$ cat config.mk
export PLATFORM = sky130hd
export DESIGN_NAME = rx_msg_fifo
export DESIGN_NICKNAME = d
export VERILOG_FILES = /design/src/rtl/rx_msg_fifo_pkg.sv /design/src/rtl/rx_msg_fifo_datapath.sv /design/src/rtl/rx_msg_fifo_control.sv /design/src/rtl/rx_msg_fifo.sv
export SDC_FILE = /design/constraint.sdc
export NUM_CORES = 1
export LEC_CHECK = 0
export ABC_CLOCK_PERIOD_IN_PS = 3200
export BUFFER_PORTS_ARGS = -buffer_cell sky130_fd_sc_hd__buf_4
export CAP_MARGIN = 0
export CORE_MARGIN = 3
export CORE_UTILIZATION = 50
export DETAILED_ROUTE_END_ITERATION = 8
export PLACE_DENSITY = 0.74
export SYNTH_ARGS = -nofsm -noshare
export SYNTH_HDL_FRONTEND = slang
export SYNTH_SLANG_ARGS = --single-unit
$ cat constraint.sdc
create_clock -name clk -period 3.2 [get_ports clk]
set_input_delay 0.16 -clock clk [delete_from_list [all_inputs] [get_ports clk]]
set_output_delay 0.16 -clock clk [all_outputs]
set_load 0.02 [all_outputs]
$ cat src/rtl/rx_msg_fifo_pkg.sv
package rx_msg_fifo_pkg;
  // strobes from control to index datapath
  typedef struct packed {
    logic advPut;
    logic advGet;
    logic clrIdx;
  } fifoStrobe_t;
endpackage

$ cat src/rtl/rx_msg_fifo_datapath.sv
module rx_msg_fifo_datapath
  import rx_msg_fifo_pkg::*;
#(
  parameter int IDX_W = 4
) (
  input  logic             clk,
  input  logic             rstN,
  input  fifoStrobe_t      strobe,
  input  logic [IDX_W-1:0] lastSlot,
  output logic [IDX_W-1:0] putIdx,
  output logic [IDX_W-1:0] getIdx,
  output logic             putNextEqGet
);
  logic [IDX_W-1:0] putNext;
  logic [IDX_W-1:0] getNext;

  function automatic logic [IDX_W-1:0] wrapInc(input logic [IDX_W-1:0] idx,
                                               input logic [IDX_W-1:0] last);
    return (idx >= last) ? '0 : idx + 1'b1;
  endfunction

  assign putNext      = wrapInc(putIdx, lastSlot);
  assign getNext      = wrapInc(getIdx, lastSlot);
  assign putNextEqGet = (putNext == getIdx);

  always_ff @(posedge clk) begin
    if (!rstN || strobe.clrIdx) begin
      putIdx <= '0;
      getIdx <= '0;
    end else begin
      if (strobe.advPut) putIdx <= putNext;
      if (strobe.advGet) getIdx <= getNext;
    end
  end
endmodule

$ cat src/rtl/rx_msg_fifo_control.sv
module rx_msg_fifo_control
  import rx_msg_fifo_pkg::*;
#(
  parameter int IDX_W = 4
) (
  input  logic             clk,
  input  logic             rstN,
  input  logic [IDX_W-1:0] cfgLastSlot,
  input  logic             msgDone,
  input  logic             msgErr,
  input  logic             idHit,
  input  logic             filterHit,
  input  logic             unlockPulse,
  input  logic             ovrClear,
  input  logic             ieNotEmpty,
  input  logic             ieOverrun,
  input  logic [IDX_W-1:0] putIdx,
  input  logic [IDX_W-1:0] getIdx,
  input  logic             putNextEqGet,
  output fifoStrobe_t      strobe,
  output logic [IDX_W-1:0] lastSlot,
  output logic             storeEn,
  output logic             notEmpty,
  output logic             fullFlag,
  output logic             overrunFlag,
  output logic             irq
);
  logic cfgChg;
  logic goodMsg;
  logic unlockOk;

  assign cfgChg   = (cfgLastSlot != lastSlot);
  assign goodMsg  = msgDone & ~idHit & filterHit & ~msgErr;
  assign notEmpty = (putIdx != getIdx) | fullFlag;
  assign storeEn  = goodMsg & ~fullFlag & ~cfgChg;
  assign unlockOk = unlockPulse & notEmpty & ~cfgChg;
  assign irq      = (ieNotEmpty & notEmpty) | (ieOverrun & overrunFlag);

  always_comb begin
    strobe        = '0;
    strobe.advPut = storeEn;
    strobe.advGet = unlockOk;
    strobe.clrIdx = cfgChg;
  end

  always_ff @(posedge clk) begin
    if (!rstN) begin
      lastSlot    <= '1;
      fullFlag    <= 1'b0;
      overrunFlag <= 1'b0;
    end else begin
      lastSlot <= cfgLastSlot;
      if (cfgChg || unlockOk)           fullFlag <= 1'b0;
      else if (storeEn && putNextEqGet) fullFlag <= 1'b1;
      if (goodMsg && fullFlag && !cfgChg) overrunFlag <= 1'b1;
      else if (ovrClear)                  overrunFlag <= 1'b0;
    end
  end
endmodule

$ cat src/rtl/rx_msg_fifo.sv
module rx_msg_fifo
  import rx_msg_fifo_pkg::*;
#(
  parameter int NUM_SLOTS = 16
) (
  input  logic                         clk,
  input  logic                         rstN,
  input  logic [$clog2(NUM_SLOTS)-1:0] cfgLastSlot,
  input  logic                         msgDone,
  input  logic                         msgErr,
  input  logic                         idHit,
  input  logic                         filterHit,
  input  logic                         unlockPulse,
  input  logic                         ovrClear,
  input  logic                         ieNotEmpty,
  input  logic                         ieOverrun,
  output logic                         storeEn,
  output logic [$clog2(NUM_SLOTS)-1:0] wrSlot,
  output logic                         notEmpty,
  output logic                         overrunFlag,
  output logic                         irq
);
  localparam int IDX_W = $clog2(NUM_SLOTS);

  fifoStrobe_t      strobe;
  logic [IDX_W-1:0] putIdx;
  logic [IDX_W-1:0] getIdx;
  logic [IDX_W-1:0] lastSlot;
  logic             putNextEqGet;
  logic             fullFlag;

  rx_msg_fifo_control #(.IDX_W(IDX_W)) u_ctrl (
    .clk(clk), .rstN(rstN), .cfgLastSlot(cfgLastSlot),
    .msgDone(msgDone), .msgErr(msgErr), .idHit(idHit), .filterHit(filterHit),
    .unlockPulse(unlockPulse), .ovrClear(ovrClear),
    .ieNotEmpty(ieNotEmpty), .ieOverrun(ieOverrun),
    .putIdx(putIdx), .getIdx(getIdx), .putNextEqGet(putNextEqGet),
    .strobe(strobe), .lastSlot(lastSlot), .storeEn(storeEn),
    .notEmpty(notEmpty), .fullFlag(fullFlag), .overrunFlag(overrunFlag), .irq(irq)
  );

  rx_msg_fifo_datapath #(.IDX_W(IDX_W)) u_dp (
    .clk(clk), .rstN(rstN), .strobe(strobe), .lastSlot(lastSlot),
    .putIdx(putIdx), .getIdx(getIdx), .putNextEqGet(putNextEqGet)
  );

  assign wrSlot = putIdx;
endmodule

### Word level (Yosys, flattened, before mapping)

Index checks and enable logic that the tools add are counted.

| operators by class | value |
|---|---|
| add/sub/neg operators | 2 |
| order comparisons | 2 |
| equality and inequality tests | 3 |
| multiplexer cells | 4 |
| bitwise logic cells | 16 |
| reductions and logical operators | 9 |

Operator list:

| kind | number |
|---|---|
| bitwise AND 1 bit | 9 |
| adder 4 x 1 -> 4 bit, second input constant | 2 |
| greater-or-equal comparator 4 bit | 2 |
| 2-to-1 mux 4 bit | 2 |
| inequality test 4 bit | 2 |
| NOT 1 bit | 5 |
| equality test 4 bit | 1 |
| logical AND 1 bit | 3 |
| zero test 1 bit | 2 |
| logical OR 1 bit | 2 |
| 2-to-1 mux 1 bit | 2 |
| OR 1 bit | 2 |
| nonzero test 2 bit | 1 |
| OR reduction 2 bit | 1 |

| storage, ports and cells | value |
|---|---|
| register bits | 14 |
| bits of input ports | 14 |
| output and inout port bits | 8 |
| word-level logic and storage cells | 41 |

### Depth between registers and ports, before layout

Gate-level depths: netlist (run 1).

| logic depth | value |
|---|---|
| word-level depth | 7 |
| depth in mapped cells | 9 |
| gate-level depth less buffers | 8 |

### Cells and area by module

Synthesis (run 1) repeated with hierarchy kept, for this count alone.

| unflattened totals | value |
|---|---|
| cell total of the unflattened synthesis | 125 |
| area total of the unflattened synthesis | 1059.8 µm² |

Modules (own cells, without submodules):

| module | times used | cells an instance | area an instance (µm²) | seq. area each (µm²) |
|---|---|---|---|---|
| rx_msg_fifo_datapath | 1 | 85 | 668.1 | 160.2 |
| rx_msg_fifo_control | 1 | 40 | 391.6 | 120.1 |

### Worst setup path after synthesis (run 1)

No wires, ideal clock.

| timing | value |
|---|---|
| path type | reg-to-reg |
| from | reg u_dp.putIdx[0] |
| to | reg u_ctrl.fullFlag |
| setup time | 0.086 ns |
| arrival time | 2.331 ns |
| data required time | 3.114 ns |
| path slack | 0.782 ns |
| stages on the path, launching flop included | 10 |
| buffers on the path | 1 |
| clock period less this slack | 2.418 ns |
| cell sequence | dfxtp_1 clkbuf_1 inv_1 ha_1 nand2b_4 a2111oi_4 nor2_2 a21o_1 a211o_1 a221oi_2 |

| between the ends | value |
|---|---|
| word-level cells in the longest chain between the ends | 6 |
| elaborated cells between the ends (all ways) | 11 |
| classes of those cells | add/sub (1); order compare (1); eq/ne (2); mux (1); bitwise (3); reduce/logical (3) |

RTL lines:

| item | RTL line | RTL |
|---|---|---|
| start: declaration | rx_msg_fifo_datapath.sv:10 | `output logic [IDX_W-1:0] putIdx,` |
| start signal: assignment | rx_msg_fifo_datapath.sv:31 | `if (strobe.advPut) putIdx <= putNext;` |
| parallel branches: the longest is 6 deep, another holds adder 4 x 1 -> 4 bit | n/a |  |
| end signal: assignment | rx_msg_fifo_control.sv:49 | `fullFlag <= 1'b0;` |
| end signal: assignment | rx_msg_fifo_control.sv:53 | `if (cfgChg \|\| unlockOk) fullFlag <= 1'b0;` |
| end signal: assignment | rx_msg_fifo_control.sv:54 | `else if (storeEn && putNextEqGet) fullFlag <= 1'b1;` |
| end: declaration | rx_msg_fifo_control.sv:24 | `output logic fullFlag,` |

Parallel ways; which one is timed is not known.
A chain may end at the register's enable or synchronous reset.

### Worst setup path in the final report (run 1)

Ends and elaborated chain as after synthesis.

==> key figures, run 1 <==
STA
  – Least-Margin Pin Slew: 0.585 ns
  – Fin. Hold Viols: 0
  – Max Clk Rate: 417 MHz
  – Clock Skews: approximately 0.0013 ns
  – Setup violations, final: 0
  – Period minus WS final: 2.40 ns
  – RSZ-0062 raised after global routing: no
  – Final Max Tran Viols: 0
  – Worst slew margin: 60.6%
  – Total Negative Setup Slacks: 0 ns
  – Fin crit share: 75.0%

Setup path
  – CP arrival: 2.60 ns
  – Critical-path maximum fanout: 9
  – Worst path max stage delay: approximately 0.51 ns
  – WS Path Type: reg2reg
  – Critical path startpoint category: register
  – CP required: approximately 3.4 ns
  – Critical-path cell list: inv_1, ha_1, nand2b_4, a2111oi_4, nor2_2, a21o_1, a211o_1, a221oi_2
  – Endpoint type of the worst setup path: register
  – R2R Setup Slk: 0.80 ns
  – R2r endpoint: u_ctrl.fullFlag$_SDFFE_PP0P_
  – R2R cell count: 8
  – Reg2reg start: u_dp.putIdx[0]$_SDFFE_PP0P_
  – Slowest-stage cell, CP: dfxtp_1

Floorplan
  – Core Box Area: approximately 1800 sq um
  – Core Rows: 15
  – Die X-Extent: ~50 um
  – Total die area: 2590 sq um
  – DIE HEIGHT: 50.9 um
  – Top Ports: 22
  – Initial core utilization: 55.3%

Worst hold path
  – Hold_sp: unlockPulse
  – Hold WC Path Type: in2reg
  – Worst hold path depth: 2
  – Hold Path Sink: u_ctrl.fullFlag$_SDFFE_PP0P_

Clocking
  – CTS buffer count: 3
  – CTS resizes: 0
  – Worst-Skew Late Latency: 0.28 ns
  – Clock slew at reported path FFs: 0.09 ns
  – Post-CTS Setup Bufs: 0
  – H-tree depth: 1
  – Clk buf depth: 2
  – CTS tree: built
  – CTS root buffer: clkbuf_4
  – CTS hold repair buffers: 0
  – CTS sink cnt: 14

Job
  – MaxCap Viol Count: 0

Status
  – Status: completed

Global route
  – First-pass GRT wire length: 3.86 mm
  – Vias in the first global route: 829
  – GRT overflow: 0
  – Global Route Usage Sum: 19.6%
  – Largest net degree at the start of global routing: 10
  – Initial antenna violation count: 0

Final layout
  – Synth-to-layout area growth: 21.6%
  – Layout cells sized above 1: 23.1%
  – # fillers: 162
  – Total Nets Final: 168
  – Ant. Diodes: 0
  – Fin util: about two thirds

Power
  – Maximum VDD drop: approximately 0.25 mV
  – Lkg Pwr: 0.000521 uW
  – P per Cell Area: 281 nW/um^2
  – Total power: 344 uW

Route
  – DRC viols: 0
  – Initial DRC count: 34
  – Final wirelength: 2.33 mm
  – Via count: 903
  – Pre-antenna DRT Iters: 4
  – Antenna-violating nets left: 0
  – Drt wl/cell: roughly 14 um
  – Vias/cell: 5.38

Place
  – Routability cong.: 0.840
  – DP Wirelength: around 1.9 mm
  – Count of port buffers added during placement: 21

Yosys
  – Mean Syn Cell Area: ~8.4 sq um
  – Mapped Nets: 144
  – Register area share after synthesis: 27.9%
  – Syn. warnings: 0
  – Post-Syn Area: 1010 sq um
  – Register bit total from synthesis: 14
  – Post-Syn Instances: 120
  – Library cells used by synthesis: 35
state kept, by name, indices dropped and copies added (netlist names):
name / cells
u_dp.putIdx: 4
u_dp.getIdx: 4
u_ctrl.fullFlag: 1
u_ctrl.overrunFlag: 1
u_ctrl.lastSlot: 4
final cells by class:
| cell class | count | area [sq um] | share of cell area (%) |
|---|---|---|---|
| clock buffers | 4 | 36.3 | 2.97 |
| inverters | 10 | 37.5 | 3.07 |
| multi-input cells | 94 | 681 | 55.6 |
| flip-flops and latches | 14 | 280 | 22.9 |
| well taps | 25 | 31.3 | 2.56 |
| repair buffers | 21 | 158 | 12.9 |
cells in the mapped netlist, drive strengths merged:
library cell | number | share of area [%]
or4bb | 1 | 1.1
dfxtp | 14 | 28
a21oi | 10 | 5.0
nor2b | 2 | 1.2
nand3 | 5 | 3.0
o21a | 2 | 1.5
clkbuf | 2 | 0.75
o211ai | 2 | 1.5
xor2 | 7 | 6.1
nor2 | 13 | 5.1
o32a | 1 | 1.1
xnor2 | 3 | 2.6
a211o | 1 | 0.87
o21ai | 6 | 3.0
o31ai | 1 | 1.2
inv | 10 | 3.7
nand2 | 8 | 3.0
nor3 | 3 | 1.5
ha | 10 | 12
or3 | 1 | 0.62
nand2b | 6 | 4.5
a21o | 1 | 0.75
nor3b | 1 | 0.75
a221oi | 1 | 1.5
a31oi | 1 | 0.62
a2bb2oi | 1 | 0.87
a2111oi | 1 | 2.7
a32oi | 1 | 0.87
a22o | 1 | 0.87
and2 | 1 | 0.62
nor4 | 1 | 1.2
nand3b | 2 | 1.5
placed cells by master (no fill, tap or decap), types with 2 or more instances in the layout:
cell,count
a21oi_1,10
buf_4,21
clkbuf_4,3
dfxtp_1,14
ha_1,10
inv_1,10
nand2_1,8
nand2b_1,5
nand3_1,4
nand3b_1,2
nor2_1,12
nor2b_1,2
nor3_1,3
o211ai_1,2
o21a_1,2
o21ai_0,6
xnor2_1,3
xor2_1,7
metrics by stage:
step	setup WS, ns	cell area [sq um]	instances	hold slack [ns]
2_1_floorplan	0.782	1010	120	0.233
3_3_place_gp	0.935	1190	164	0.360
3_5_place_dp	0.865	1190	164	0.370
4_1_cts	0.808	1220	168	0.0622
5_1_grt	0.624	1220	168	0.0754
6_report	0.799	1220	168	0.0746
cells by family (layout without fill, tap and decap cells):
group           count (synthesis)  after routing  synth area share, %
simple gates                   44             44                 24.1
fa+ha+maj                      10             10                 12.4
xor+xnor                       10             10                 8.71
buf+inv                        12             35                 4.48
flops                          14             14                 27.9
compound gates                 30             30                 22.4
report_power, final:
group / total (uW) / leakage [uW] / switching [uW] / internal [uW]
sequential: 179 / 0.000114 / 2.01 / 177
clock: 127 / 0.0000210 / 58.2 / 69.2
combinational: 37.4 / 0.000386 / 16.0 / 21.4
metal layers:
metal	share of wire [%]	vias up	global-route usage, %
li1	-	470	-
met1	47	419	26.7
met2	50	12	31.1
met3	2.4	2	3.50
met4	0.60	0	6.73
met5	0	-	0
how the worst max path moves through the flow:
stage / from / end / slack, ns / depth (start not counted)
global placement: u_dp.putIdx[0]$_SDFFE_PP0P_ / u_ctrl.fullFlag$_SDFFE_PP0P_ / 0.94 / 8
global route: u_dp.putIdx[0]$_SDFFE_PP0P_ / u_ctrl.fullFlag$_SDFFE_PP0P_ / 0.62 / 8
floorplan: u_dp.putIdx[0]$_SDFFE_PP0P_ / u_ctrl.fullFlag$_SDFFE_PP0P_ / 0.78 / 9
detailed placement: u_dp.putIdx[0]$_SDFFE_PP0P_ / u_ctrl.fullFlag$_SDFFE_PP0P_ / 0.87 / 8
finish: u_dp.putIdx[0]$_SDFFE_PP0P_ / u_ctrl.fullFlag$_SDFFE_PP0P_ / 0.80 / 8
CTS: u_dp.putIdx[0]$_SDFFE_PP0P_ / u_ctrl.fullFlag$_SDFFE_PP0P_ / 0.81 / 8
worst max-delay path: cells and delay by family (launching register included):
family / cells / cell delay, ns
flops: 1 / 0.51
fa+ha+maj: 1 / 0.31
buf+inv: 1 / 0.14
compound gates: 4 / 1.07
simple gates: 2 / 0.29
Note: power is estimated with default switching activity, not from simulation.
==> run 2: changes to the inputs <==
--- a/config.mk
+++ b/config.mk
@@ -5,13 +5,13 @@
 export SDC_FILE = /design/constraint.sdc
 export NUM_CORES = 1
 export LEC_CHECK = 0
-export ABC_CLOCK_PERIOD_IN_PS = 3200
+export ABC_CLOCK_PERIOD_IN_PS = 2000
 export BUFFER_PORTS_ARGS = -buffer_cell sky130_fd_sc_hd__buf_4
 export CAP_MARGIN = 0
 export CORE_MARGIN = 3
-export CORE_UTILIZATION = 50
+export CORE_UTILIZATION = 48
 export DETAILED_ROUTE_END_ITERATION = 8
-export PLACE_DENSITY = 0.74
+export PLACE_DENSITY = 0.75
 export SYNTH_ARGS = -nofsm -noshare
 export SYNTH_HDL_FRONTEND = slang
 export SYNTH_SLANG_ARGS = --single-unit
==> constraint.sdc (replaced) <==
create_clock -name clk -period 2 [get_ports clk]
set_input_delay 0.1 -clock clk [delete_from_list [all_inputs] [get_ports clk]]
set_output_delay 0.1 -clock clk [all_outputs]
set_load 0.02 [all_outputs]
==> key figures, run 2 (synthesis gave the netlist of run 1 again) <==
Status
  – Status: complete, but fails checks
  – Failing checks: setup timing

Place
  – Post-Place Setup Slack: 0.00994 ns
  – Routability cong.: ~0.87
  – DP Wirelength: 1.91 mm
  – Count of port buffers added during placement: 21
  – Placed cell area: 1250 sq um

Floorplan
  – Total die area: 2680 sq um
  – Initial core utilization: about 54%
  – Core Box Area: 1860 sq um
  – DIE HEIGHT: 51.8 um
  – Top Ports: 22
  – Core Rows: 15
  – Die X-Extent: between 50 and 60 um

Setup path
  – Critical path startpoint category: register
  – R2r endpoint: u_ctrl.fullFlag$_SDFFE_PP0P_
  – R2R Setup Slk: 0.03 ns
  – Reg2reg start: u_dp.putIdx[0]$_SDFFE_PP0P_
  – CP arrival: 1.90 ns
  – Endpoint type of the worst setup path: output port
  – Critical-path maximum fanout: 7
  – R2R cell count: 8
  – WS Path Type: reg2out
  – CP required: approximately 1.9 ns
  – Crit path from: u_dp.putIdx[2]$_SDFFE_PP0P_
  – Crit path capture: irq

Clocking
  – CTS tree: built
  – CTS sink cnt: 14
  – CTS buffer count: 3
  – Worst-Skew Late Latency: 0.28 ns
  – CTS root buffer: clkbuf_4
  – Clk buf depth: 2
  – Clock slew at reported path FFs: 0.09 ns
  – CTS hold repair buffers: 0
  – H-tree depth: 1

Final layout
  – Most common cell after layout, fill and taps aside: buf_4
  – Most frequent cells in the layout: buf_4, nor2_1, a21oi_1, inv_1
  – Fin util: 72.1%
  – Total Nets Final: 177
  – Synth-to-layout area growth: 33.1%
  – Layout cells sized above 1: ~36%
  – Post-Layout Inst Area: between 1000 and 1500 sq um
  – Top flop regs: u_ctrl.lastSlot: 4 flops, u_dp.getIdx: 4 flops, u_dp.putIdx: 4 flops
  – Ant. Diodes: 0

STA
  – Final hold slack: 0.0183 ns
  – RSZ-0062 raised after global routing: yes
  – Setup violations, final: 1
  – Max Clk Rate: 500 MHz
  – Final WS setup: -0.00141 ns
  – Worst slew margin: slightly above 70%
  – Total Negative Setup Slacks: -0.00141 ns
  – Period minus WS final: around 2.0 ns
  – Clock Skews: around 0.0079 ns
  – Final Max Tran Viols: 0
  – Fin crit share: 100%
  – Fin. Hold Viols: 0
  – Least-Margin Pin Slew: ~0.42 ns

Power
  – Maximum VDD drop: slightly above 0.3 mV
  – Lkg Pwr: 0.000557 uW
  – P per Cell Area: 387 nW/um^2

Route
  – Drt wl/cell: 14.2 um
  – Antenna-violating nets left: 0
  – Vias/cell: 5.47
  – Via count: 969
  – Pre-antenna DRT Iters: 4
  – Initial DRC count: 36
  – DRC viols: 0
  – Final wirelength: 2.51 mm

Job
  – MaxCap Viol Count: 0

Global route
  – Global Route Usage Sum: 19.6%
  – Largest net degree at the start of global routing: 10
  – Initial antenna violation count: 0
  – Vias in the first global route: 867
  – GRT overflow: 0
  – First-pass GRT wire length: 3.97 mm

Worst hold path
  – Hold WC Path Type: in2reg
## run 2: worst min-delay path by stage
stage | startpoint | endpoint | slack, ns | cells after the start
final | unlockPulse | u_ctrl.fullFlag$_SDFFE_PP0P_ | 0.02 | 2
after global routing | unlockPulse | u_ctrl.fullFlag$_SDFFE_PP0P_ | 0.01 | 2
after CTS | unlockPulse | u_ctrl.fullFlag$_SDFFE_PP0P_ | 0.01 | 2
after detailed placement | unlockPulse | u_ctrl.fullFlag$_SDFFE_PP0P_ | 0.31 | 2
after global placement | cfgLastSlot[3] | u_ctrl.lastSlot[3]$_SDFF_PN1_ | 0.30 | 2
after floorplan | rstN | u_ctrl.lastSlot[0]$_SDFF_PN1_ | 0.17 | 1
## run 2: through the flow
stage	total power (uW)	std cells
detailed placement	354	170
global placement	350	170
CTS	527	175
finish	518	177
floorplan	324	120
global route	544	177
## run 2: final cells by class
cell class,count,area [sq um]
fillers,139,519
repair buffers,30,225
well taps,25,31.3
clock buffers,4,26.3
flip-flops and latches,14,293
multi-input cells,94,723
inverters,10,40.0
## run 2: worst max-delay path, cell delays in order (launching register included)
cell and delay (ns):
dfxtp_1 0.33, buf_4 0.17, xnor2_1 0.17, o211ai_1 0.19, or3_4 0.43, a22o_1 0.18
buf_4 0.15
## run 2: report_power, final
part | switching, uW | internal (uW) | leakage (uW) | total (uW)
registers | 3.91 | 280 | 0.000117 | 284
clock network | 93.5 | 77.2 | 0.0000150 | 171
logic | 26.5 | 37.1 | 0.000425 | 63.5
total | 124 | 395 | 0.000557 | 518
## run 2: metal layers
layer  GRT usage (%)  part of all wire [%]  up-vias  routed length, um
met4            7.42                  0.80        0                 20
met5               0                     0        -                  0
met2            30.7                    50       28               1240
met3            2.87                   4.2        2                106
met1            27.1                    45      454               1140
li1                -                     -      485                  -
## run 2: repair_timing
action / CTS / global route
setup endpoints to repair: 2 / 2
setup buffers: 1 / 2
resized for setup: 2 / 8
gates cloned: 0 / 0
pin swaps: 0 / 1
